===== config.mk =====
export PLATFORM = sky130hd
export DESIGN_NAME = addr_block_calc
export DESIGN_NICKNAME = d
export VERILOG_FILES = /design/src/rtl/addr_calc_pkg.sv /design/src/rtl/addr_seq_mul.sv /design/src/rtl/addr_req_decode.sv /design/src/rtl/addr_block_calc.sv
export SDC_FILE = /design/constraint.sdc
export NUM_CORES = 1
export LEC_CHECK = 0
export ABC_CLOCK_PERIOD_IN_PS = 4300
export BUFFER_PORTS_ARGS = -buffer_cell sky130_fd_sc_hd__buf_4
export CAP_MARGIN = 20
export CORE_MARGIN = 2
export CORE_UTILIZATION = 30
export CTS_BUF_LIST = sky130_fd_sc_hd__clkbuf_16
export CTS_CLUSTER_DIAMETER = 200
export DETAILED_ROUTE_END_ITERATION = 12
export MAX_ROUTING_LAYER = met4
export PLACE_DENSITY = 0.51
export SYNTH_ARGS = -nofsm -noshare
export SYNTH_HDL_FRONTEND = slang
export SYNTH_SLANG_ARGS = --single-unit

===== constraint.sdc =====
create_clock -name clk -period 4.3 [get_ports clk]
set_clock_uncertainty 0.05 [all_clocks]
set_input_delay 0.215 -clock clk [delete_from_list [all_inputs] [get_ports clk]]
set_output_delay 0.215 -clock clk [all_outputs]
set_load 0.02 [all_outputs]

===== src/rtl/addr_calc_pkg.sv =====
package addr_calc_pkg;
  localparam int DRIVES = 2;
  typedef enum logic [2:0] {
    ST_IDLE,
    ST_MUL_HD,
    ST_MUL_SC,
    ST_MUL_BY,
    ST_FIN
  } calc_st_e;
endpackage


===== src/rtl/addr_seq_mul.sv =====
module addr_seq_mul #(
  parameter int A_W = 28,
  parameter int B_W = 13,
  localparam int P_W = A_W + B_W,
  localparam int CNT_W = $clog2(B_W + 1)
) (
  input  logic           clk,
  input  logic           rst_n,
  input  logic           go,
  input  logic [A_W-1:0] a,
  input  logic [B_W-1:0] b,
  output logic           done,
  output logic [P_W-1:0] prod
);
  logic [P_W-1:0]   acc, a_sh;
  logic [B_W-1:0]   b_sh;
  logic [CNT_W-1:0] cnt;
  logic             busy;

  always_ff @(posedge clk) begin
    if (!rst_n) begin
      acc  <= '0;
      a_sh <= '0;
      b_sh <= '0;
      cnt  <= '0;
      busy <= 1'b0;
      done <= 1'b0;
    end else begin
      done <= 1'b0;
      if (go) begin
        acc  <= '0;
        a_sh <= P_W'(a);
        b_sh <= b;
        cnt  <= CNT_W'(B_W);
        busy <= 1'b1;
      end else if (busy) begin
        if (b_sh[0]) acc <= acc + a_sh;
        a_sh <= a_sh << 1;
        b_sh <= b_sh >> 1;
        cnt  <= cnt - 1'b1;
        if (cnt == CNT_W'(1)) begin
          busy <= 1'b0;
          done <= 1'b1;
        end
      end
    end
  end

  assign prod = acc;
endmodule


===== src/rtl/addr_req_decode.sv =====
module addr_req_decode #(
  parameter int HEADS_W   = 5,
  parameter int SECT_W    = 8,
  parameter int BYTES_W   = 13,
  parameter int BLK_W     = 28,
  parameter int MAX_HEADS = 16,
  parameter int MAX_BYTES = 4096,
  parameter int DEF_BYTES = 512,
  parameter int DRIVES    = 2
) (
  input  logic [7:0]                req_dh,
  input  logic [7:0]                req_cyl_hi,
  input  logic [7:0]                req_cyl_lo,
  input  logic [7:0]                req_sector,
  input  logic [DRIVES*HEADS_W-1:0] cfg_heads,
  input  logic [DRIVES*SECT_W-1:0]  cfg_sectors,
  input  logic [DRIVES*BYTES_W-1:0] cfg_bytes,
  output logic                      lba_mode,
  output logic [BLK_W-1:0]          lba_blk,
  output logic [15:0]               cyl,
  output logic [3:0]                head,
  output logic [HEADS_W-1:0]        heads_sel,
  output logic [SECT_W-1:0]         sects_sel,
  output logic [BYTES_W-1:0]        bytes_eff,
  output logic                      geo_err
);
  logic                 drv;
  logic [BYTES_W-1:0]   bytes_raw;

  assign drv       = req_dh[4];
  assign lba_mode  = req_dh[6];
  assign lba_blk   = BLK_W'({req_dh[3:0], req_cyl_hi, req_cyl_lo, req_sector});
  assign cyl       = {req_cyl_hi, req_cyl_lo};
  assign head      = req_dh[3:0];
  assign heads_sel = cfg_heads[drv*HEADS_W +: HEADS_W];
  assign sects_sel = cfg_sectors[drv*SECT_W +: SECT_W];
  assign bytes_raw = cfg_bytes[drv*BYTES_W +: BYTES_W];
  assign bytes_eff = (bytes_raw == '0) ? BYTES_W'(DEF_BYTES) : bytes_raw;

  always_comb begin
    geo_err = (bytes_raw > BYTES_W'(MAX_BYTES));
    if (!lba_mode) begin
      if (heads_sel == '0 || heads_sel > HEADS_W'(MAX_HEADS)) geo_err = 1'b1;
      if (sects_sel == '0) geo_err = 1'b1;
      if (req_sector == '0) geo_err = 1'b1;
    end
  end
endmodule


===== src/rtl/addr_block_calc.sv =====
module addr_block_calc
  import addr_calc_pkg::*;
#(
  parameter int HEADS_W   = 5,
  parameter int SECT_W    = 8,
  parameter int BYTES_W   = 13,
  parameter int BLK_W     = 28,
  parameter int ADDR_W    = 40,
  parameter int MAX_HEADS = 16,
  parameter int MAX_BYTES = 4096,
  parameter int DEF_BYTES = 512
) (
  input  logic                      clk,
  input  logic                      rst_n,
  input  logic                      req_valid,
  output logic                      req_ready,
  input  logic [7:0]                req_dh,
  input  logic [7:0]                req_cyl_hi,
  input  logic [7:0]                req_cyl_lo,
  input  logic [7:0]                req_sector,
  input  logic [DRIVES*HEADS_W-1:0] cfg_heads,
  input  logic [DRIVES*SECT_W-1:0]  cfg_sectors,
  input  logic [DRIVES*BYTES_W-1:0] cfg_bytes,
  output logic                      res_valid,
  output logic                      res_err,
  output logic [ADDR_W-1:0]         res_addr
);
  localparam int P_W = BLK_W + BYTES_W;

  logic               lba_mode, geo_err;
  logic [BLK_W-1:0]   lba_blk;
  logic [15:0]        cyl;
  logic [3:0]         head;
  logic [HEADS_W-1:0] heads_sel;
  logic [SECT_W-1:0]  sects_sel;
  logic [BYTES_W-1:0] bytes_eff;

  addr_req_decode #(
    .HEADS_W(HEADS_W), .SECT_W(SECT_W), .BYTES_W(BYTES_W), .BLK_W(BLK_W),
    .MAX_HEADS(MAX_HEADS), .MAX_BYTES(MAX_BYTES), .DEF_BYTES(DEF_BYTES),
    .DRIVES(DRIVES)
  ) u_dec (
    .req_dh(req_dh), .req_cyl_hi(req_cyl_hi), .req_cyl_lo(req_cyl_lo),
    .req_sector(req_sector), .cfg_heads(cfg_heads), .cfg_sectors(cfg_sectors),
    .cfg_bytes(cfg_bytes), .lba_mode(lba_mode), .lba_blk(lba_blk), .cyl(cyl),
    .head(head), .heads_sel(heads_sel), .sects_sel(sects_sel),
    .bytes_eff(bytes_eff), .geo_err(geo_err)
  );

  calc_st_e           st;
  logic               mul_go, mul_done, err_q;
  logic [BLK_W-1:0]   op_a;
  logic [BYTES_W-1:0] op_b;
  logic [P_W-1:0]     prod;
  logic [3:0]         head_q;
  logic [SECT_W-1:0]  sects_q;
  logic [7:0]         sec_q;
  logic [BYTES_W-1:0] bytes_q;
  logic [ADDR_W-1:0]  addr_q;

  addr_seq_mul #(.A_W(BLK_W), .B_W(BYTES_W)) u_mul (
    .clk(clk), .rst_n(rst_n), .go(mul_go), .a(op_a), .b(op_b),
    .done(mul_done), .prod(prod)
  );

  assign req_ready = (st == ST_IDLE);

  always_ff @(posedge clk) begin
    if (!rst_n) begin
      st        <= ST_IDLE;
      mul_go    <= 1'b0;
      err_q     <= 1'b0;
      op_a      <= '0;
      op_b      <= '0;
      head_q    <= '0;
      sects_q   <= '0;
      sec_q     <= '0;
      bytes_q   <= '0;
      addr_q    <= '0;
      res_valid <= 1'b0;
      res_err   <= 1'b0;
      res_addr  <= '0;
    end else begin
      mul_go    <= 1'b0;
      res_valid <= 1'b0;
      res_err   <= 1'b0;
      unique case (st)
        ST_IDLE: if (req_valid) begin
          head_q  <= head;
          sects_q <= sects_sel;
          sec_q   <= req_sector;
          bytes_q <= bytes_eff;
          err_q   <= geo_err;
          if (geo_err) begin
            st <= ST_FIN;
          end else if (lba_mode) begin
            op_a   <= lba_blk;
            op_b   <= bytes_eff;
            mul_go <= 1'b1;
            st     <= ST_MUL_BY;
          end else begin
            op_a   <= BLK_W'(cyl);
            op_b   <= BYTES_W'(heads_sel);
            mul_go <= 1'b1;
            st     <= ST_MUL_HD;
          end
        end
        ST_MUL_HD: if (mul_done) begin
          op_a   <= prod[BLK_W-1:0] + BLK_W'(head_q);
          op_b   <= BYTES_W'(sects_q);
          mul_go <= 1'b1;
          st     <= ST_MUL_SC;
        end
        ST_MUL_SC: if (mul_done) begin
          op_a   <= prod[BLK_W-1:0] + BLK_W'(sec_q) - BLK_W'(1);
          op_b   <= bytes_q;
          mul_go <= 1'b1;
          st     <= ST_MUL_BY;
        end
        ST_MUL_BY: if (mul_done) begin
          addr_q <= prod[ADDR_W-1:0];
          st     <= ST_FIN;
        end
        ST_FIN: begin
          res_valid <= 1'b1;
          res_err   <= err_q;
          res_addr  <= err_q ? '0 : addr_q;
          st        <= ST_IDLE;
        end
        default: st <= ST_IDLE;
      endcase
    end
  end
endmodule


# --- Yosys cells after proc, flatten, opt, wreduce, memory -nomap -nowiden ---
# Index checks and enable logic that the tools add are counted.
totals:
  reg_bits: 262
  output_inout_bits: 43
  word_cells: 102
op_classes:
  addsub: 5
  multipliers: 2
  order_cmp: 2
  n_eq_ne: 10
  shift: 3
  muxes: 40
  bitwise: 2
  reduce_logical: 17
op_table:
  columns: ["operator", "n"]
  rows:
  - ["2-to-1 mux 28 bit", 7]
  - ["2-to-1 mux 13 bit", 8]
  - ["case mux 28 bit (3 select lines)", 1]
  - ["adder 41 bit", 1]
  - ["2-to-1 mux 40 bit", 1]
  - ["case mux 13 bit (3 select lines)", 1]
  - ["adder 28 x 4 -> 28 bit", 1]
  - ["adder 28 x 8 -> 28 bit", 1]
  - ["subtractor 28 x 1 -> 28 bit, second input constant", 1]
  - ["variable part select 26 x 6 -> 13 bit", 1]
  - ["logical NOT 8 bit", 2]
  - ["variable part select 16 x 5 -> 8 bit", 1]
  - ["2-to-1 mux 3 bit", 5]
  - ["> comparator 13 bit, second input constant", 1]
  - ["logical NOT 13 bit", 1]
  - ["2-to-1 mux 1 bit", 12]
  - ["case mux 3 bit (4 select lines)", 1]
  - ["variable part select 10 x 5 -> 5 bit", 1]
  - ["2-to-1 mux 4 bit", 2]
  - ["AND reduction 2 bit", 4]
  - ["equality test 3 x 2 -> 1 bit, second input constant", 2]
  - ["!= test 2 x 1 -> 1 bit, second input constant", 3]
  - ["> comparator 5 bit, second input constant", 1]
  - ["logical NOT 5 bit", 1]
  - ["18 further kinds", 21]

# --- Depth between registers and ports, before layout ---
# Gate-level depths: netlist (run 1).
logic_depth:
  depth_word: 11
  depth_mapped: 14
  depth_no_buf: 14

# --- Modules after synthesis ---
# From an unflattened synthesis (run 1), not the netlist that was laid out.
hier_totals:
  hier_cells: 1963
  hier_area_um2: 16086.7
by_module_without_submodules:
  columns: ["mod", "n_inst", "cells_each", "area_each_um2"]
  rows:
  - ["addr_block_calc", 1, 1094, 8989.9]
  - ["addr_seq_mul", 1, 762, 6227.2]
  - ["addr_req_decode", 1, 107, 869.6]

# --- Worst setup path after synthesis (run 1) ---
# OpenSTA, ideal clock, no wires.
synth_timing:
  path_type: "register to register"
  startpoint: "register u_mul.acc[1], in the netlist u_mul.prod[1]"
  endpoint: "register op_a[25]"
  setup_time_ns: 0.070
  t_arrival_ns: 3.027
  t_required_ns: 4.180
  setup_slack_ns: 1.153
  stages_incl_launch_ff: 15
  path_buffers: 0
  period_less_slack_ns: 3.147
  path_cell_list: "dfxtp_1 > inv_1 > ha_1 > inv_1 > ha_1 > fa_1 > a21o_1 > a21oi_1 > o21a_1 > o21bai_1 > o41ai_1 > o22ai_1 > o21ai_0 > nand3b_1 > a21oi_1"
synth_via:
  elab_chain_cells: 4
  elab_cells_between_ends: 6
  cone_classes: "3 x add/sub; 3 x mux"
synth_lines:
  columns: ["item", "line_no", "rtl"]
  rows:
  - ["start: declaration", "addr_seq_mul.sv:15", "logic [P_W-1:0] acc, a_sh;"]
  - ["start signal: assignment", "addr_seq_mul.sv:37", "if (b_sh[0]) acc <= acc + a_sh;"]
  - ["adder 28 x 8 -> 28 bit", "addr_block_calc.sv:115", "op_a <= prod[BLK_W-1:0] + BLK_W'(sec_q) - BLK_W'(1);"]
  - ["subtractor 28 x 1 -> 28 bit", "addr_block_calc.sv:115", null]
  - ["2-to-1 mux 28 bit", "addr_block_calc.sv:114", "ST_MUL_SC: if (mul_done) begin"]
  - ["case mux 28 bit (3 select lines) (*)", "addr_block_calc.sv:87", "unique case (st)"]
  - ["end signal: assignment", "addr_block_calc.sv:97", "op_a <= lba_blk;"]
  - ["end signal: assignment", "addr_block_calc.sv:102", "op_a <= BLK_W'(cyl);"]
  - ["end signal: assignment", "addr_block_calc.sv:115", null]
  - ["end: declaration", "addr_block_calc.sv:52", "logic [BLK_W-1:0] op_a;"]
# Mark *: on every way between the ends. The rest lies on a longest branch, timed or not. The select of a mux whose other input is x is not followed.
# A chain may end at the register's enable or synchronous reset.

# --- Final worst setup path (run 1) ---
# Same ends and word-level chain as after synthesis.

==> metrics.md, run 1 <==
| Metric | Value |
|---|---|
| Outcome | finished clean |
| # hold bufs at CTS | 47 |
| Placed inst area | roughly 0.017 mm2 |
| Worst Hold End | bytes_q[11] |
| Die area | approximately 0.054 mm2 |
| Total power | 5.761 mW |
| Hold crit path type | input pin to flip-flop |
| Drt pass-1 iters | 5 |
| R2R depth | 14 |
| Detailed-route wire length | ~49000 um |
| Residual DRC count | 0 |
| Actual slew at the worst max-slew pin | about 1.1 ns |
| Top cells by area, synth | dfxtp_1 (34%), ha_1 (7.8%), nand2_1 (7.0%) |
| Clock sink count | 260 |
| Max-cap violations | 0 |
| Slew Limit Fails | 0 |
| Syn Nets | just over 2000 |
| Sum of negative setup slack | 0 ns |
| Sequential-to-total area share from yosys stat | between 30% and 40% |
| Die Y | approximately 230 um |
| Ports | 130 |
| CP Capture Type | flip-flop |
| Pre-CTS WS | between 0.4 and 0.5 ns |
| Combinational Power Share | ~14% |
| Die X | approximately 230 um |
| Slew HR | 29.03% |
| First-pass GRT wire length | between 70000 and 80000 um |
| Detail Placement HPWL | 34630 um |
| Share of the synthesized area in the top cell type | between 30 and 40% |
| Count of input and output buffers | roughly 130 |
| Post-synth EDFFs | 0 |
| Critical Path AT | about 4.4 ns |
| Vias in the first global route | 13479 |
| Sequential share of power | approximately 44% |
| Synth async-reset ratio | 0% |
| Fillers | roughly 5300 |
| Max Fclk | about 0.26 GHz |
| Nets@finish | 2159 |
| Met1 WL | between 20000 and 25000 um |
| Power per cell area | roughly 310 mW/mm2 |
| H-tree levels | 1 |
| Area Growth Syn to Fin | 18.88% |
| CTS buffer count | 31 |
| Peak supply drop | approximately 0.30 mV |
| HP Start | cfg_bytes[11] |
| Core area | 0.05120 mm2 |
| Synth area leader | dfxtp_1 |
| Mapped Cells | 1857 |
| CTS tree | yes |
| Reg2reg start | u_mul.prod[1] |
| Clk Latency, worst-skew pair | approximately 0.59 ns |
| Clock power share | between 40% and 50% |
| Iteration-0 DRC Markers | 910 |
| Reg clk slew, reported paths | around 0.060 ns |
| Most frequent cell after synthesis | nand2_1 |
| Final hold viol count | 0 |
| GRT Total Usage | a little under a fifth |
| DR WL met2 | approximately 22000 um |
| Mapped cell area | ~0.016 mm2 |
| Cell Rows | 83 |
| Final setup violation count | 0 |
| Top_reg_cell synth | dfxtp_1 |
| Pin count of the biggest net entering global routing | between 80 and 90 |
| CTS root buf | clkbuf_16 |
| Synth cell types | 85 |
| Pint | 4.180 mW |
| Lkg Pwr | 7.928 nW |
| Vias | roughly 14000 |
| Final Critical Period | around 4 ns |
| Design Area, Final | roughly 0.018 mm2 |
| Drt wl/cell | between 15 and 20 um |
| Initial Util | 30.31% |
| Grt total ovfl | 0 |
| Startpoint types | flip-flop |
| Setup slack, reg-to-reg | ~0.4 ns |
| Fin crit share | 90.87% |
| Sw Share | 27.45% |
| Initial antenna violation count | 1 |
| Clock Tree Buf Depth | 3 |
| Critical path class | flip-flop to flip-flop |
| Routed wl met3 | 2217 um |
| Unrepaired setup endpoints after global routing | no |
| Post-synth top cells | nand2_1 (288), dfxtp_1 (260), a21oi_1 (120), o21ai_0 (100), ha_1 (97) |
| Final GP Congestion | 0.8794 |
| Req. time, crit path | 4.76 ns |
| Share of post-route cells with drive strength above 1 | approximately 12% |
| WHS Path Cells | 4 |
| Routed vias/inst | 5.171 |
| Top Layer Used | met4 |
| Ys Warns | 0 |
| Psw | approximately 1.6 mW |
| Setup Buffers After CTS | 0 |
| Largest fanout on the critical path | 6 |
| Syn Area/Cell | between 8 and 9 um2 |
| Post-DRT Antenna Nets | 0 |
| # resized after CTS | 0 |
| #FFs+latches synth | 260 |
| Fin worst setup slack | slightly below 0.4 ns |
| FF-to-FF End | op_a[25] |
-- worst max path at each step --
stage	startpoint	end	slack, ns	cells after the start
after floorplan	u_mul.prod[1]	op_a[25]	1.15	14
after global placement	u_mul.prod[1]	op_a[25]	0.51	14
after detailed placement	u_mul.prod[1]	op_a[25]	0.49	14
after CTS	u_mul.prod[1]	op_a[25]	0.42	14
after global routing	u_mul.prod[1]	op_a[25]	0.07	14
final	u_mul.prod[1]	op_a[25]	0.39	14
-- sequential cells by signal (all words and copies together), names as in the netlist --
signal,cells
u_mul.prod,40
res_err,1
u_mul.done,1
sects_q,8
bytes_q,13
u_mul.cnt,4
u_mul.a_sh,40
op_a,28
u_mul.b_sh,13
err_q,1
addr_q,40
u_mul.busy,1
st,3
sec_q,8
res_valid,1
head_q,4
op_b,13
mul_go,1
res_addr,40
-- logic make-up after synthesis --
group,after synthesis,synth area share [%]
buffers and inverters,188,5.120
XOR/XNOR,78,4.402
adder cells (fa/ha/maj),100,8.208
AO/OA/AOI/OAI,544,24.33
flip-flops,260,33.54
multiplexers,96,6.652
AND/OR/NAND/NOR,591,17.74
-- routing by layer --
| layer | up-vias | GRT usage [%] |
|---|---|---|
| met2 | 281 | 28.52 |
| met3 | 57 | 2.448 |
| met4 | 0 | 3.891 |
| met1 | 6657 | 25.46 |
| met5 | - | - |
| li1 | 6843 | - |
-- power by group through the flow --
stage                     Clock, mW  Sequential [mW]  Combinational (mW)
after floorplan                   0             2.57               0.503
after global placement            0             2.60               0.734
after detailed placement          0             2.60               0.740
after CTS                      2.51             2.54               0.783
after global routing           2.61             2.55               0.858
final                          2.43             2.55               0.784
-- final cells by class --
class	instances	area (um2)	share of cell area, %
multi-input combinational	1409	9552	51.78
sequential	260	5210	28.24
timing repair buffer	201	1652	8.953
tap	680	850.8	4.612
clock buffer	31	775.7	4.205
inverter	69	259.0	1.404
clock inverter	25	146.4	0.7935
antenna	1	2.502	0.01356
-- metrics by stage --
step	std cells	util (%)	hold WS (ns)
after floorplan	1857	-	0.3099
after global placement	2571	33.27	0.4016
after detailed placement	2571	33.27	0.4047
after CTS	2674	35.99	0.01591
after global routing	2676	36.03	0.05449
final	2676	36.03	0.03956
-- worst max-delay path: stages, from the launching register on --
cell      delay [ns]
dfxtp_1         0.51
inv_1           0.14
ha_1            0.30
inv_1           0.04
ha_1            0.21
fa_1            0.42
a21o_1          0.21
a21oi_1         0.36
o21a_1          0.21
o21bai_1        0.08
o41ai_1         0.60
o22ai_1         0.25
o21ai_0         0.22
nand3b_1        0.10
a21oi_1         0.15
-- cells in the final DEF, fill, tap and decap left out, drive strengths merged, types with 15 or more instances in the layout --
master	Yosys	final
nand2	289	289
nor2	91	91
o211a	29	29
a21o	56	56
buf	34	154
dlygate4sd3	0	47
mux2i	84	84
a211oi	15	15
a22o	40	40
and2	49	49
xor2	22	22
inv	69	76
a221oi	15	15
a21boi	61	61
nand3	33	33
nor3	21	21
clkbuf	85	31
nand4	18	18
xnor2	56	56
dfxtp	260	260
ha	97	97
o21ai	108	108
a21oi	122	122
and3	18	18
Power figures use the tool's default switching activity.
==> run 2: changes to the inputs <==
--- a/config.mk
+++ b/config.mk
@@ -15,6 +15,7 @@
 export DETAILED_ROUTE_END_ITERATION = 12
 export MAX_ROUTING_LAYER = met4
 export PLACE_DENSITY = 0.51
+export RECOVER_POWER = 100
 export SYNTH_ARGS = -nofsm -noshare
 export SYNTH_HDL_FRONTEND = slang
 export SYNTH_SLANG_ARGS = --single-unit
==> run 2 against run 1 <==
Compared with the run above:
- the run now ends with max-capacitance violations, max-slew violations left
- final cell count stayed put
- non-clock buffer count stayed put
- clock power hardly changed
- sequential power hardly changed
- worst setup slack worse by 0.023 ns
- final area is 1.6% lower
- power hardly changed
- via count hardly changed
- die area stayed put
- critical endpoint is now op_a[24]
- core utilization is 0.58 points lower
- first-iteration DRC count is 9.6% higher
- fmax is 0.58% lower
==> metrics.md, run 2 (same netlist as run 1, synthesis figures left out) <==
| Metric | Value |
|---|---|
| Routed vias/inst | 5.169 (was 5.171) |
| Clock Tree Buf Depth | 3 (unchanged) |
| GRT Total Usage | 18.39% (unchanged) |
| Fillers | 5354 (was 5283) |
| Worst path bufs/invs | 2 (unchanged) |
| Grt total ovfl | 0 (unchanged) |
| Slew HR | -68.11% (was 29.03%) |
| Max stage delay on crit path | 0.72 ns (was 0.60 ns) |
| Iteration-0 DRC Markers | 997 (was 910) |
| Cell Rows | 83 (unchanged) |
| Pint | 4.175 mW (was 4.180 mW) |
| Power per cell area | 317.1 mW/mm2 (was 312.3 mW/mm2) |
| Sequential share of power | 44.2% (about the same) |
| Clk Latency, worst-skew pair | 0.59 ns (about the same) |
| Psw | 1.581 mW (about the same) |
| Combinational Power Share | 13.5% (was 13.6%) |
| Failing checks | max-capacitance violations, max-slew violations |
| Dpl cells | 2571 (unchanged) |
| Most frequent CP cell | o21ai_0 |
| Total power | 5.756 mW (was 5.761 mW) |
| CP delay by family, top | compound AO/OA/AOI/OAI gates (unchanged) |
| Share of post-route cells with drive strength above 1 | 8.772% (was 12.28%) |
| Setup Buffers After CTS | 0 (unchanged) |
| Final hold viol count | 0 (unchanged) |
| Pin count of the biggest net entering global routing | 88 (unchanged) |
| Highest-count cells in the layout ignoring fill and taps | nand2_1 (288), dfxtp_1 (260), a21oi_1 (121), o21ai_0 (104), buf_4 (99) (was nand2_1 (287), dfxtp_1 (258), buf_4 (152), a21oi_1 (120), o21ai_0 (100)) |
| Clock sink count | 260 (unchanged) |
| Post-DRT Antenna Nets | 0 (unchanged) |
| Count of input and output buffers | 127 (unchanged) |
| Fin crit share | 91.40% (was 90.87%) |
| Max Fclk | 0.2545 GHz (was 0.2559 GHz) |
| Most common cell after layout, fill and taps aside | nand2_1 (unchanged) |
| Largest fanout on the critical path | 6 (unchanged) |
| Fin worst setup slack | 0.3700 ns (was 0.3927 ns) |
| CP Capture Type | flip-flop (unchanged) |
| Ports | 130 (unchanged) |
| Slew Limit Fails | 287 (was 0) |
| Vias in the first global route | 13479 (unchanged) |
| First-pass GRT wire length | 76500 um (unchanged) |
| Nets@finish | 2159 (unchanged) |
| Pre-CTS WS | 0.4898 ns (unchanged) |
| Die Y | 231.4 um (unchanged) |
| Startpoint types | flip-flop (unchanged) |
| Initial Util | 30.31% (unchanged) |
| CTS buffer count | 31 (unchanged) |
| Area Growth Syn to Fin | 16.97% (was 18.88%) |
| Outcome | finished with violations (was finished clean) |
| Die X | 231.4 um (unchanged) |
| Max-cap violations | 5 (was 0) |
| Drt pass-1 iters | 5 (unchanged) |
| Sw Share | 27.47% (was 27.45%) |
| Vias | 13831 (was 13838) |
| Final Instance Count excl. Fillers | 2676 (unchanged) |
| Unrepaired setup endpoints after global routing | no (unchanged) |
| Residual DRC count | 0 (unchanged) |
| Lkg Pwr | 7.674 nW (was 7.928 nW) |
| # resized after CTS | 0 (unchanged) |
| Final Critical Period | 3.930 ns (was 3.907 ns) |
| Detail Placement HPWL | 34630 um (unchanged) |
| Peak supply drop | 0.3044 mV (was 0.3043 mV) |
| Drt wl/cell | 18.23 um (was 18.26 um) |
| CP cell instances | inv_1 -> ha_1 -> inv_1 -> ha_1 -> a21o_1 -> a21o_1 -> a211oi_1 -> o21ai_0 -> a311oi_1 -> o21ai_0 -> and4_1 -> o21ai_0 -> a21oi_1 (was inv_1 -> ha_1 -> inv_1 -> ha_1 -> fa_1 -> a21o_1 -> a21oi_1 -> o21a_1 -> o21bai_1 -> o41ai_1 -> o22ai_1 -> o21ai_0 -> nand3b_1 -> a21oi_1) |
| Slowest CP cell | a311oi_1 (was o41ai_1) |
| Die area | 0.05356 mm2 (unchanged) |
| Sum of negative setup slack | 0 ns (unchanged) |
| CTS tree | yes (unchanged) |
| Final setup violation count | 0 (unchanged) |
| Hold crit path type | input pin to flip-flop (unchanged) |
| Req. time, crit path | 4.71 ns (was 4.76 ns) |
| Layout Utilization | 35.45% (was 36.03%) |
| Reg clk slew, reported paths | 0.07 ns (was 0.06 ns) |
| Critical Path AT | 4.34 ns (was 4.36 ns) |
| Final GP Congestion | 0.8794 (unchanged) |
| Critical path class | flip-flop to flip-flop (unchanged) |
| CTS root buf | clkbuf_16 (unchanged) |
| Core area | 0.05120 mm2 (unchanged) |
| Initial antenna violation count | 1 (unchanged) |
| Clock power share | 42.3% (was 42.2%) |
| H-tree levels | 1 (unchanged) |
| Detailed-route wire length | 48800 um (was 48860 um) |
| Actual slew at the worst max-slew pin | 2.522 ns (was 1.064 ns) |
run 2: cell types whose count changed in the layout (fill, tap and decap cells not counted), sizes merged:
cell | previous run | this run
buf | 154 | 102
clkbuf | 31 | 83
run 2: final timing paths:
check | from | end | slack [ns] | cells past startpoint
max | u_mul.prod[1] | op_a[24] | 0.37 | 13
min reg2reg | addr_q[34] | addr_q[34] | 0.41 | 2
min | cfg_bytes[11] | bytes_q[11] | 0.04 | 4
max reg2reg | u_mul.prod[1] | op_a[24] | 0.37 | 13
run 2: repair_timing:
item	in CTS	in global routing
endpoints found under the setup margin	0	0
hold buffers	47	0
endpoints found under the hold margin	38	0
run 2: layout make-up:
type | count | area [um2] | area share (%)
Multi-Input combinational cell | 1409 | 9454 | 52.09
Tap cell | 680 | 850.8 | 4.687
Clock inverter | 25 | 146.4 | 0.8065
Sequential cell | 260 | 5205 | 28.68
Clock buffer | 31 | 775.7 | 4.274
Antenna cell | 1 | 2.502 | 0.01379
Inverter | 69 | 259.0 | 1.427
Timing Repair Buffer | 201 | 1458 | 8.031
run 2: per-layer routing:
metal  track usage [%]  wire (um)  share of wire (%)  up-vias
li1                  -          -                  -     6851
met4             3.891        894                1.8        0
met2             28.52      21670                 44      304
met1             25.46      23820                 49     6618
met3             2.448       2418                5.0       58
met5                 -          0                  0        -
run 2: per-stage QoR:
step / hold slack [ns] / cell area (um2)
6_report: 0.04030 / 18150
3_5_place_dp: 0.4047 / 17030
4_1_cts: 0.01591 / 18430
2_1_floorplan: 0.3099 / 15520
3_3_place_gp: 0.4016 / 17030
5_1_grt: 0.05458 / 18150
run 2: power groups by stage:
| stage | clock, mW | combinational [mW] | sequential [mW] |
|---|---|---|---|
| 2_1_floorplan | 0 | 0.503 | 2.57 |
| 3_3_place_gp | 0 | 0.734 | 2.60 |
| 3_5_place_dp | 0 | 0.740 | 2.60 |
| 4_1_cts | 2.51 | 0.783 | 2.54 |
| 5_1_grt | 2.61 | 0.851 | 2.55 |
| 6_report | 2.43 | 0.777 | 2.55 |
run 2: tightest hold or removal path, stage by stage:
cell and delay, ns:
buf_4 0.09, mux2_2 0.15, nand2_1 0.05, a21boi_0 0.13
==> run 3: changes to the inputs <==
--- a/config.mk
+++ b/config.mk
@@ -9,12 +9,12 @@
 export BUFFER_PORTS_ARGS = -buffer_cell sky130_fd_sc_hd__buf_4
 export CAP_MARGIN = 20
 export CORE_MARGIN = 2
-export CORE_UTILIZATION = 30
+export CORE_UTILIZATION = 55
 export CTS_BUF_LIST = sky130_fd_sc_hd__clkbuf_16
 export CTS_CLUSTER_DIAMETER = 200
 export DETAILED_ROUTE_END_ITERATION = 12
 export MAX_ROUTING_LAYER = met4
-export PLACE_DENSITY = 0.51
+export PLACE_DENSITY = 0.79
 export RECOVER_POWER = 100
 export SYNTH_ARGS = -nofsm -noshare
 export SYNTH_HDL_FRONTEND = slang
==> run 3 against run 2 <==
Compared with the run above:
- the run still ends with max-capacitance violations, max-slew violations left
- global-route usage up 12 points
- via count up 2.0%
- worst hold slack worse by 0.028 ns
- non-clock buffer count down 5
- power up 1.5%
- fmax up 0.38%
- routed wire length down 8.8%
- critical path depth down 2
- count of clock-buffer cells in the layout down 2
- die area down 45%
- core utilization up 29 points
- highest routed layer unchanged
==> metrics.md, run 3 (same netlist as run 1, synthesis figures left out) <==
| Metric | Value |
|---|---|
| Hold crit path type | input pin to flip-flop (unchanged) |
| Sw Share | 26.48% (was 27.47%) |
| Fin crit share | 91.05% (was 91.40%) |
| Final setup violation count | 0 (unchanged) |
| Clock power share | 43.0% (was 42.3%) |
| CP Capture Type | flip-flop (unchanged) |
| Slew Limit Fails | 265 (was 287) |
| Sequential share of power | 43.6% (was 44.2%) |
| Nets@finish | 2152 (was 2159) |
| Max Fclk | 0.2554 GHz (was 0.2545 GHz) |
| Clock Tree Buf Depth | 3 (unchanged) |
| CTS root buf | clkbuf_16 (unchanged) |
| CP cell instances | buf_4 -> ha_1 -> o211ai_1 -> nor3_1 -> o21ai_0 -> a31oi_1 -> o21ai_0 -> o31ai_1 -> mux2i_1 -> a21o_1 -> a21oi_2 (was inv_1 -> ha_1 -> inv_1 -> ha_1 -> a21o_1 -> a21o_1 -> a211oi_1 -> o21ai_0 -> a311oi_1 -> o21ai_0 -> and4_1 -> o21ai_0 -> a21oi_1) |
| Unrepaired setup endpoints after global routing | no (unchanged) |
| Multi-input gate area | 0.009468 mm2 (was 0.009454 mm2) |
| Initial Util | 55.85% (was 30.31%) |
| Fillers | 2421 (was 5354) |
| Drt wl/cell | 18.82 um (was 18.23 um) |
| HP Start | cfg_sectors[13] (was cfg_bytes[11]) |
| Ports | 130 (unchanged) |
| Residual DRC count | 0 (unchanged) |
| Cell Rows | 61 (was 83) |
| Most frequent CP cell | o21ai_0 (unchanged) |
| Failing checks | max-capacitance violations, max-slew violations (unchanged) |
| Max stage delay on crit path | 0.62 ns (was 0.72 ns) |
| Grt total ovfl | 0 (unchanged) |
| Power per cell area | 328.2 mW/mm2 (was 317.1 mW/mm2) |
| Count of input and output buffers | 127 (unchanged) |
| Worst path bufs/invs | 1 (was 2) |
| Core area | 0.02778 mm2 (was 0.05120 mm2) |
| Reg clk slew, reported paths | 0.06 ns (was 0.07 ns) |
| Startpoint types | flip-flop (unchanged) |
| Area Growth Syn to Fin | 14.68% (was 16.97%) |
| R2R depth | 11 (was 13) |
| # resized after CTS | 0 (unchanged) |
| WHS Path Cells | 4 (unchanged) |
| Psw | 1.547 mW (was 1.581 mW) |
| Slew HR | -118.8% (was -68.11%) |
| Lkg Pwr | 7.687 nW (was 7.674 nW) |
| Final GP Congestion | 0.9468 (was 0.8794) |
| Pre-CTS WS | 0.6451 ns (was 0.4898 ns) |
| CP delay by family, top | compound AO/OA/AOI/OAI gates (unchanged) |
| Drt pass-1 iters | 6 (was 5) |
| Largest fanout on the critical path | 4 (was 6) |
| Hold_ws | 0.01183 ns (was 0.04030 ns) |
| Routed vias/inst | 5.965 (was 5.169) |
| Peak supply drop | 0.2863 mV (was 0.3044 mV) |
| Busiest grt layer | met2 (unchanged) |
| Clk Latency, worst-skew pair | 0.57 ns (was 0.59 ns) |
| Fin worst setup slack | 0.3849 ns (was 0.3700 ns) |
| Setup Buffers After CTS | 0 (unchanged) |
| Clock sink count | 260 (unchanged) |
| Pin count of the biggest net entering global routing | 88 (unchanged) |
| Slowest CP cell | o31ai_1 (was a311oi_1) |
| CTS tree | yes (unchanged) |
| Die Y | 172.0 um (was 231.4 um) |
| Actual slew at the worst max-slew pin | 3.283 ns (was 2.522 ns) |
| GRT met1 Usage | 38.89% (was 25.46%) |
| Outcome | finished with violations (unchanged) |
| Vias in the first global route | 13419 (was 13479) |
| Critical path class | flip-flop to flip-flop (unchanged) |
| H-tree levels | 1 (unchanged) |
| Reg2reg start | u_mul.prod[3] (was u_mul.prod[1]) |
| Met3 GRT Util | 3.868% (was 2.448%) |
| Global Route met2 Usage | 49.00% (was 28.52%) |
| Critical Path AT | 4.22 ns (was 4.34 ns) |
| Layout Utilization | 64.06% (was 35.45%) |
| Setup slack, reg-to-reg | 0.38 ns (was 0.37 ns) |
| Sum of negative setup slack | 0 ns (unchanged) |
| FF-to-FF End | u_mul.prod[39] (was op_a[24]) |
| Register area | 0.005209 mm2 (was 0.005205 mm2) |
| Req. time, crit path | 4.61 ns (was 4.71 ns) |
| Detail Placement HPWL | 30840 um (was 34630 um) |
| GRT Total Usage | 30.03% (was 18.39%) |
| Final hold viol count | 0 (unchanged) |
| Die area | 0.02957 mm2 (was 0.05356 mm2) |
| ANT cells | 0 (was 1) |
| Share of post-route cells with drive strength above 1 | 9.013% (was 8.772%) |
| Vias | 14102 (was 13831) |
| Most common cell after layout, fill and taps aside | nand2_1 (unchanged) |
| Highest-count cells in the layout ignoring fill and taps | nand2_1 (288), dfxtp_1 (259), a21oi_1 (120), o21ai_0 (106), buf_4 (100) (was nand2_1 (288), dfxtp_1 (260), a21oi_1 (121), o21ai_0 (104), buf_4 (99)) |
| Detailed-route wire length | 44490 um (was 48800 um) |
| Max-cap violations | 5 (unchanged) |
| Iteration-0 DRC Markers | 1135 (was 997) |
| Worst Hold End | sects_q[5] (was bytes_q[11]) |
| Initial antenna violation count | 0 (was 1) |
| CTS buffer count | 29 (was 31) |
| Pint | 4.295 mW (was 4.175 mW) |
| First-pass GRT wire length | 69060 um (was 76500 um) |
| Combinational Power Share | 13.4% (was 13.5%) |
| Die X | 172.0 um (was 231.4 um) |
| Post-DRT Antenna Nets | 0 (unchanged) |
| # hold bufs at CTS | 44 (was 47) |
| Final Critical Period | 3.915 ns (was 3.930 ns) |
-- run 3: changes by cell type in the layout (fill, tap and decap cells not counted), sizes merged --
cell | previous run | this run
inv | 76 | 77
diode | 1 | 0
clkbuf | 83 | 79
dlygate4sd3 | 47 | 44
bufinv | 1 | 4
clkinv | 14 | 9
clkinvlp | 3 | 2
-- run 3: power by group through the flow --
| stage | clock [mW] | combinational (mW) | sequential, mW |
|---|---|---|---|
| 2_1_floorplan | 0 | 0.503 | 2.57 |
| 3_3_place_gp | 0 | 0.713 | 2.59 |
| 3_5_place_dp | 0 | 0.731 | 2.59 |
| 4_1_cts | 2.53 | 0.771 | 2.54 |
| 5_1_grt | 2.63 | 0.844 | 2.55 |
| 6_report | 2.51 | 0.780 | 2.55 |
-- run 3: how the worst max path moves through the flow --
stage | cells past startpoint | start | slack (ns) | endpoint
3_5_place_dp | 13 | u_mul.prod[1] | 0.65 | op_a[22]
6_report | 11 | u_mul.prod[3] | 0.38 | u_mul.prod[39]
5_1_grt | 6 | mul_go | 0.22 | u_mul.prod[37]
3_3_place_gp | 13 | u_mul.prod[1] | 0.73 | op_a[22]
4_1_cts | 13 | u_mul.prod[1] | 0.63 | op_a[22]
2_1_floorplan | 14 | u_mul.prod[1] | 1.15 | op_a[25]
-- run 3: cell type report --
type	instances	share of cell area (%)
Clock buffer	29	4.078
Sequential cell	260	29.27
Timing Repair Buffer	196	8.015
Tap cell	378	2.658
Inverter	69	1.455
Multi-Input combinational cell	1409	53.20
Clock inverter	23	1.322
-- run 3: per-stage QoR --
step,instance area (um2),power [mW],std cells
global placement,16640,3.306,2267
floorplan,15520,3.072,1857
detailed placement,16660,3.326,2268
CTS,18070,5.849,2364
finish,17800,5.841,2364
global route,17800,6.026,2364
-- run 3: worst register-to-register path: stages, from the launching register on --
cell and delay (ns):
dfxtp_1 0.34, buf_4 0.17, ha_1 0.36, o211ai_1 0.17
nor3_1 0.43, o21ai_0 0.27, a31oi_1 0.44, o21ai_0 0.30
o31ai_1 0.62, mux2i_1 0.32, a21o_1 0.17, a21oi_2 0.05
-- run 3: routing by layer --
layer	vias to the layer above	part of all wire, %
li1	6817	-
met1	6659	44
met2	519	46
met3	107	7.0
met4	0	2.8
met5	-	0
